--- src/rtl/bkrf_pkg.sv ---
package bkrf_pkg;

    localparam int N_PHYS   = 37;
    localparam int PHYS_W   = $clog2(N_PHYS);
    localparam int IDX_W    = 4;
    localparam int MODE_W   = 5;

    // physical layout
    localparam int PH_FIQ_BASE  = 16;   // fast bank R8..R14
    localparam int PH_IRQ_BASE  = 23;
    localparam int PH_SVC_BASE  = 25;
    localparam int PH_ABT_BASE  = 27;
    localparam int PH_UND_BASE  = 29;
    localparam int PH_CPSR      = 31;
    localparam int PH_SPSR_BASE = 32;   // fast, irq, svc, abt, und

    typedef enum logic [MODE_W-1:0] {
        MD_USR = 5'b10000,
        MD_FIQ = 5'b10001,
        MD_IRQ = 5'b10010,
        MD_SVC = 5'b10011,
        MD_ABT = 5'b10111,
        MD_UND = 5'b11011,
        MD_SYS = 5'b11111
    } mode_code_e;

    typedef enum logic [2:0] {
        BK_COM = 3'd0,
        BK_FIQ = 3'd1,
        BK_IRQ = 3'd2,
        BK_SVC = 3'd3,
        BK_ABT = 3'd4,
        BK_UND = 3'd5
    } bank_e;

    // true for legal codes that own a saved status register
    function automatic logic code_banked(input logic [MODE_W-1:0] code);
        case (code)
            MD_FIQ, MD_IRQ, MD_SVC, MD_ABT, MD_UND: return 1'b1;
            default:                                return 1'b0;
        endcase
    endfunction

    function automatic logic [PHYS_W-1:0] sp_lr_base(input bank_e bk);
        case (bk)
            BK_FIQ:  return PHYS_W'(PH_FIQ_BASE + 5);
            BK_IRQ:  return PHYS_W'(PH_IRQ_BASE);
            BK_SVC:  return PHYS_W'(PH_SVC_BASE);
            BK_ABT:  return PHYS_W'(PH_ABT_BASE);
            BK_UND:  return PHYS_W'(PH_UND_BASE);
            default: return PHYS_W'(13);
        endcase
    endfunction

    function automatic logic [PHYS_W-1:0] spsr_slot(input bank_e bk);
        case (bk)
            BK_FIQ:  return PHYS_W'(PH_SPSR_BASE + 0);
            BK_IRQ:  return PHYS_W'(PH_SPSR_BASE + 1);
            BK_SVC:  return PHYS_W'(PH_SPSR_BASE + 2);
            BK_ABT:  return PHYS_W'(PH_SPSR_BASE + 3);
            BK_UND:  return PHYS_W'(PH_SPSR_BASE + 4);
            default: return PHYS_W'(PH_CPSR);
        endcase
    endfunction

endpackage

--- src/rtl/bkrf_mode_dec.sv ---
module bkrf_mode_dec
    import bkrf_pkg::*;
(
    input  logic [MODE_W-1:0] mode_code,
    output bank_e             bank,
    output logic              illegal
);

    always_comb begin
        bank    = BK_COM;
        illegal = 1'b0;
        case (mode_code)
            MD_USR:  bank = BK_COM;
            MD_SYS:  bank = BK_COM;
            MD_FIQ:  bank = BK_FIQ;
            MD_IRQ:  bank = BK_IRQ;
            MD_SVC:  bank = BK_SVC;
            MD_ABT:  bank = BK_ABT;
            MD_UND:  bank = BK_UND;
            default: begin
                bank    = BK_COM;
                illegal = 1'b1;
            end
        endcase
    end

endmodule

--- src/rtl/bkrf_addr_map.sv ---
module bkrf_addr_map
    import bkrf_pkg::*;
(
    input  logic [IDX_W-1:0]  idx,
    input  bank_e             bank,
    output logic [PHYS_W-1:0] phys
);

    logic is_hi_gp;
    logic is_sp_lr;

    assign is_hi_gp = (idx >= IDX_W'(8)) && (idx <= IDX_W'(12));
    assign is_sp_lr = (idx == IDX_W'(13)) || (idx == IDX_W'(14));

    always_comb begin
        phys = PHYS_W'(idx);
        if (bank == BK_FIQ && is_hi_gp) begin
            phys = PHYS_W'(PH_FIQ_BASE) + PHYS_W'(idx) - PHYS_W'(8);
        end else if (bank != BK_COM && is_sp_lr) begin
            phys = sp_lr_base(bank) + PHYS_W'(idx) - PHYS_W'(13);
        end
    end

endmodule

--- src/rtl/bkrf_reg.sv ---
module bkrf_reg #(
    parameter int DW = 32
) (
    input  logic          clk,
    input  logic          rst_n,
    input  logic          we,
    input  logic [DW-1:0] d,
    output logic [DW-1:0] q
);

    always_ff @(posedge clk or negedge rst_n) begin
        if (!rst_n)  q <= '0;
        else if (we) q <= d;
    end

endmodule

--- src/rtl/banked_regfile.sv ---
module banked_regfile
    import bkrf_pkg::*;
#(
    parameter int DW = 32
) (
    input  logic              clk,
    input  logic              rst_n,
    input  logic [MODE_W-1:0] mode_i,
    output logic              mode_err,
    input  logic [IDX_W-1:0]  rd_a_idx,
    output logic [DW-1:0]     rd_a_data,
    input  logic [IDX_W-1:0]  rd_b_idx,
    output logic [DW-1:0]     rd_b_data,
    input  logic              wr_en,
    input  logic [IDX_W-1:0]  wr_idx,
    input  logic [DW-1:0]     wr_data,
    input  logic              cpsr_we,
    input  logic [DW-1:0]     cpsr_wdata,
    output logic [DW-1:0]     cpsr_rdata,
    input  logic              spsr_we,
    input  logic [DW-1:0]     spsr_wdata,
    output logic [DW-1:0]     spsr_rdata,
    input  logic              xspsr_we,
    input  logic [MODE_W-1:0] xspsr_mode,
    input  logic [DW-1:0]     xspsr_wdata
);

    bank_e              cur_bank, tgt_bank;
    logic               cur_illegal, tgt_illegal;
    logic [PHYS_W-1:0]  rd_a_phys, rd_b_phys, wr_phys;
    logic [DW-1:0]      regs   [N_PHYS];
    logic               we_vec [N_PHYS];
    logic [DW-1:0]      wd_vec [N_PHYS];

    bkrf_mode_dec u_cur_dec (.mode_code(mode_i),     .bank(cur_bank), .illegal(cur_illegal));
    bkrf_mode_dec u_tgt_dec (.mode_code(xspsr_mode), .bank(tgt_bank), .illegal(tgt_illegal));

    bkrf_addr_map u_map_a (.idx(rd_a_idx), .bank(cur_bank), .phys(rd_a_phys));
    bkrf_addr_map u_map_b (.idx(rd_b_idx), .bank(cur_bank), .phys(rd_b_phys));
    bkrf_addr_map u_map_w (.idx(wr_idx),   .bank(cur_bank), .phys(wr_phys));

    // write steering; side port is applied last so it wins a shared target
    always_comb begin
        for (int p = 0; p < N_PHYS; p++) begin
            we_vec[p] = 1'b0;
            wd_vec[p] = '0;
        end
        if (wr_en) begin
            we_vec[wr_phys] = 1'b1;
            wd_vec[wr_phys] = wr_data;
        end
        if (cpsr_we) begin
            we_vec[PH_CPSR] = 1'b1;
            wd_vec[PH_CPSR] = cpsr_wdata;
        end
        if (spsr_we && cur_bank != BK_COM) begin
            we_vec[spsr_slot(cur_bank)] = 1'b1;
            wd_vec[spsr_slot(cur_bank)] = spsr_wdata;
        end
        if (xspsr_we && !tgt_illegal && tgt_bank != BK_COM) begin
            we_vec[spsr_slot(tgt_bank)] = 1'b1;
            wd_vec[spsr_slot(tgt_bank)] = xspsr_wdata;
        end
    end

    for (genvar g = 0; g < N_PHYS; g++) begin : g_cell
        bkrf_reg #(.DW(DW)) u_cell (
            .clk  (clk),
            .rst_n(rst_n),
            .we   (we_vec[g]),
            .d    (wd_vec[g]),
            .q    (regs[g])
        );
    end

    assign rd_a_data  = regs[rd_a_phys];
    assign rd_b_data  = regs[rd_b_phys];
    assign cpsr_rdata = regs[PH_CPSR];
    assign spsr_rdata = (cur_bank != BK_COM) ? regs[spsr_slot(cur_bank)] : '0;
    assign mode_err   = cur_illegal;

endmodule

--- config.mk ---
export PLATFORM = sky130hd
export DESIGN_NAME = banked_regfile
export DESIGN_NICKNAME = d
export VERILOG_FILES = /design/src/rtl/bkrf_pkg.sv /design/src/rtl/bkrf_mode_dec.sv /design/src/rtl/bkrf_addr_map.sv /design/src/rtl/bkrf_reg.sv /design/src/rtl/banked_regfile.sv
export SDC_FILE = /design/constraint.sdc
export NUM_CORES = 2
export LEC_CHECK = 0
export BUFFER_PORTS_ARGS = -buffer_cell sky130_fd_sc_hd__buf_4
export CAP_MARGIN = 30
export CORE_MARGIN = 2
export CORE_UTILIZATION = 50
export CTS_CLUSTER_DIAMETER = 60
export DETAILED_ROUTE_END_ITERATION = 10
export PLACE_DENSITY_LB_ADDON = 0.25
export RECOVER_POWER = 50
export SETUP_SLACK_MARGIN = 0.3
export SYNTH_ARGS = -nofsm -noshare
export SYNTH_HDL_FRONTEND = slang
export SYNTH_HIERARCHICAL = 1
export SYNTH_SLANG_ARGS = --single-unit
--- constraint.sdc ---
create_clock -name clk -period 7.95 [get_ports clk]
set_input_delay 1.59 -clock clk [delete_from_list [all_inputs] [get_ports clk]]
set_output_delay 1.59 -clock clk [all_outputs]
set_load 0.03 [all_outputs]
==> results <==
- The run finished, with violations left.
- The final reports fail on capacitance limit, slew limit.
- In the final layout, the share of cells above drive strength 1 is 0.373.
- In this run the mean area of a mapped cell was 11.9 µm².
- The total overflow left after global routing is 0.
- Following the worst setup path forward leads to its endpoint at rd_a_data[9].
- The area of all sequential standard cells is 29600 µm².
- The largest registers in the layout are g_cell.u_cell/q: 1184 flops.
- The via count of the first global-routing pass is 63.0k.
- The clock period could shrink to 7670 ps.
- The total power divided by cell area is 163 nW/µm².
- Counting flops and latches in the post-synthesis netlist gives 1184.
- Across all setup checks in the final design, the least slack found is 277 ps.
- The post-placement cell area is 85100 µm².
- The cell leakage power is 37.5 nW.
- For this design, the sink count on the clock tree is 1184.
- The post-place setup slack is 127 ps.
- The worst setup path is launched from an input pin.
- After layout, the design draws a total of 14.6 mW.
- The launch point of the critical path is mode_i[1].
- The area occupied by multi-input gates is 47000 µm².
- The detailed-route vias per instance is 7.12.
- By instance count, the leading cell after synthesis is dfrtp_1.
- The core utilization of the finished layout is 0.550.
- The total global-route track usage is 0.357.
- The number of placed instances, taps included is 8849.
- The cell area that synthesis handed to floorplanning was 82000 µm².
- The residual DRC count is 0.
- After synthesis, the most frequently instantiated cells are dfrtp_1 (1184), mux2_4 (1113), nor3_1 (934).
- The hold-fix buffer count after cts is 0.
- The number of cells on the worst reg-to-reg path is 1.
- The worst hold path belongs to the class reg -> reg.
- CTS built an H-tree with a depth of 4.
- After legalization and detailed placement, the total HPWL measured 197000 µm.
- The data required time at the worst endpoint is 6360 ps.
- Across the VDD grid, the largest voltage drop is 235 µV.
- During placement, the flow inserted port buffers numbering 284.
- Ranked by flip-flop count, first place goes to g_cell.u_cell/q.
- The count of pins over their slew limit was 353.
- The worst pin sits at a relative slew slack of -2.46.
- The endpoint identified for the worst register-to-register timing path is g_cell[31].u_cell/q[19]$_DFFE_PN0P_.
- The slew at the pin closest to its max-slew limit is 5180 ps.
- No sink is reached through more buffers than the 3 on the longest clock path.
- The dominant delay contributor by cell family on the critical path is buffers and inverters.
- The routed layout has 64.9k vias.
- The routability congestion estimate from global placement is 0.969.
- The count of final hold-check violations is 0.
- The die covers 167000 µm².
- The netlist uses 68 different library cells.
- Dividing the detail-routed wire length by the instance count gives 33.7 µm.
- The number of detailed-routing iterations run before antenna repair is 9.
- The top cell type by total area after synthesis is dfrtp_1.
- The finished layout holds 9110 standard cells, fillers aside.
- Setup repair after global routing could not meet its margin everywhere.
- The share of the clock period used by the worst path is 0.965.
- The main flop type after synthesis is dfrtp_1.
- The count of nets left with antenna violations once routing finished came out at 0.
- The maximum clock rate is 130 MHz.
- The setup skew after layout is 0 ps.
- The setup check on the worst reg-to-reg path leaves a slack of 6920 ps.
- The count of final setup violators is 0.
- The critical path is of the in -> out type.
- Row generation in the floorplan step produced 148 rows.
- The post-route cell area is 89600 µm².
- For this run, the register share of the synthesized area comes to 0.361.
- STA puts the critical path data arrival time at 6080 ps.
- For this run, the slowest stage of the critical path takes 740 ps.
- The number of flip-flops in the largest register is 1184.
- Traced cell by cell, the critical path runs through buf_4, inv_1, nor4b_4, buf_4, nor2_1, nand2_1, o21ai_1, ha_1, inv_1, ha_1, inv_1, fa_1, nand4_1, buf_4, and3_4, nor2b_4, nand2_2, buf_4, o22ai_1, a2111oi_0, a311oi_1, buf_4, buf_4.
- The cell count along the critical path is 23.
- The clock reaches the later pin of the worst-skew pair after 800 ps.
- Entering global routing, the biggest net connects 179 pins.
- For this run, the number of Yosys warnings is 6.
- The area growth from synthesis to layout is 9.22%.
- Of all flip-flops after synthesis, the portion carrying an async set or reset was 1.00.
- The core footprint is 163000 µm².
- The count of nets after finishing is 7003.
- The starting utilization of the core area is 0.504.
- During I/O placement, the number of pins put on the boundary was 285.
- The synthesized netlist cell count is 6870.
- The final layout contains routed wiring with a total length of 307000 µm.
- The iteration-0 DRC count of the detailed router is 9437.
- The filler cells instantiated in the layout total 13.5k.
- The slowest cell on the critical path is a2111oi_0.
- TritonCTS built the clock tree.
- Along the worst path, the maximum fanout reaches 17.
- The number of enable-type register cells in the synthesized netlist is 0.
- The share of synthesized area in the top cell type comes to 0.361.
- From left edge to right edge, the die measures 409 µm.
- The height of the die is 409 µm.
- The number of buffers and inverters on the critical path is 9.
- The number of max-cap violations is 8.
- The wire length of the first global-routing pass is 449000 µm.
- The root buffer cell is clkbuf_16.
- The reg-to-reg critical path startpoint is g_cell[31].u_cell/q[19]$_DFFE_PN0P_.
- After synthesis, the cell types taking the most area are dfrtp_1 (36%), mux2_4 (20%), mux4_2 (11%).
- When the netlist entered floorplanning its net count stood at 7047.
- The TritonCTS buffer count is 137.
- The number of antenna violations at the first check in global routing is 15.
- After clock tree synthesis, the clock-pin slew on the worst setup and hold paths is 60 ps.
- The dominant cell type by count on the critical path is buf_4.
- The worst setup path is captured at an output port.
-- what timing repair did --
item / CTS / global route
setup buffers: 2 / 6
pin swaps: 1 / 2
hold endpoints to repair: 0 / 0
gates resized for setup: 4 / 25
gates cloned: 1 / 1
setup endpoints to repair: 17 / 21
-- cells by family (layout without fill, tap and decap cells) --
group	count (synthesis)	count (layout)	share of synthesized area
compound gates	1144	1144	0.0916
xor+xnor	14	14	0.00177
fa+ha+maj	21	21	0.00348
buf+inv	903	960	0.0737
flops	1184	1184	0.361
mux	1940	1940	0.369
other cells	0	6	0
simple gates	1664	1666	0.0992
-- worst min path at each step --
stage          cells after the start                                   to  slack [ps]                           startpoint
6_report                           1  g_cell[17].u_cell/q[31]$_DFFE_PN0P_         530  g_cell[17].u_cell/q[31]$_DFFE_PN0P_
3_5_place_dp                       1   g_cell[30].u_cell/q[8]$_DFFE_PN0P_         510   g_cell[30].u_cell/q[8]$_DFFE_PN0P_
4_1_cts                            1   g_cell[6].u_cell/q[24]$_DFFE_PN0P_         530   g_cell[6].u_cell/q[24]$_DFFE_PN0P_
3_3_place_gp                       1  g_cell[21].u_cell/q[29]$_DFFE_PN0P_         510  g_cell[21].u_cell/q[29]$_DFFE_PN0P_
5_1_grt                            1   g_cell[14].u_cell/q[9]$_DFFE_PN0P_         550   g_cell[14].u_cell/q[9]$_DFFE_PN0P_
2_1_floorplan                      1  g_cell[26].u_cell/q[29]$_DFFE_PN0P_         490  g_cell[26].u_cell/q[29]$_DFFE_PN0P_
-- power by group --
part | leakage (nW) | internal [mW] | switching, mW
sequential | 16.5 | 6.11 | 0.114
combinational | 18.9 | 0.635 | 1.31
clock | 2.18 | 3.71 | 2.76
-- metal layers --
metal / vias up / share of wire / global-route usage
met5: - / 0.00034 / 0
met4: 18 / 0.049 / 0.156
met3: 880 / 0.13 / 0.105
met2: 4724 / 0.44 / 0.529
met1: 33400 / 0.38 / 0.483
li1: 25900 / - / -
-- area by class of cell --
class | instances | share of cell area
Multi-Input combinational cell | 4785 | 0.525
Sequential cell | 1184 | 0.331
Timing Repair Buffer | 660 | 0.0615
Clock buffer | 197 | 0.0448
Tap cell | 2175 | 0.0304
Clock inverter | 45 | 0.00510
Inverter | 58 | 0.00243
Antenna cell | 6 | 0.000168
-- layout by cell type, fill, tap and decap left out, types with 25 or more instances in the layout --
cell type	netlist	layout
dfrtp_1	1184	1184
mux2_4	1113	1099
nor3_1	934	931
buf_4	31	553
mux4_2	411	411
a21oi_1	323	320
mux2i_1	304	303
a22oi_1	251	251
nor2_1	250	210
nand2_1	195	183
o21ai_0	146	144
clkbuf_16	0	143
mux2_2	112	112
o21ai_1	85	86
clkbuf_1	493	74
nor2b_1	71	64
nor4_1	64	64
o22ai_1	65	63
inv_1	58	58
a22o_1	56	56
buf_12	113	50
nand3_1	52	46
o221ai_1	36	35
nor2_4	0	34
o311ai_0	32	32
or3_1	33	32
a211oi_1	31	31
o2111ai_1	28	26
a311oi_1	30	25
-- metrics by stage --
stage	TNS, ps	hold WS, ps
floorplan	0	490
global placement	-192	506
detailed placement	0	513
CTS	0	529
global route	0	546
finish	0	529
Note: power is estimated with default switching activity, not from simulation.
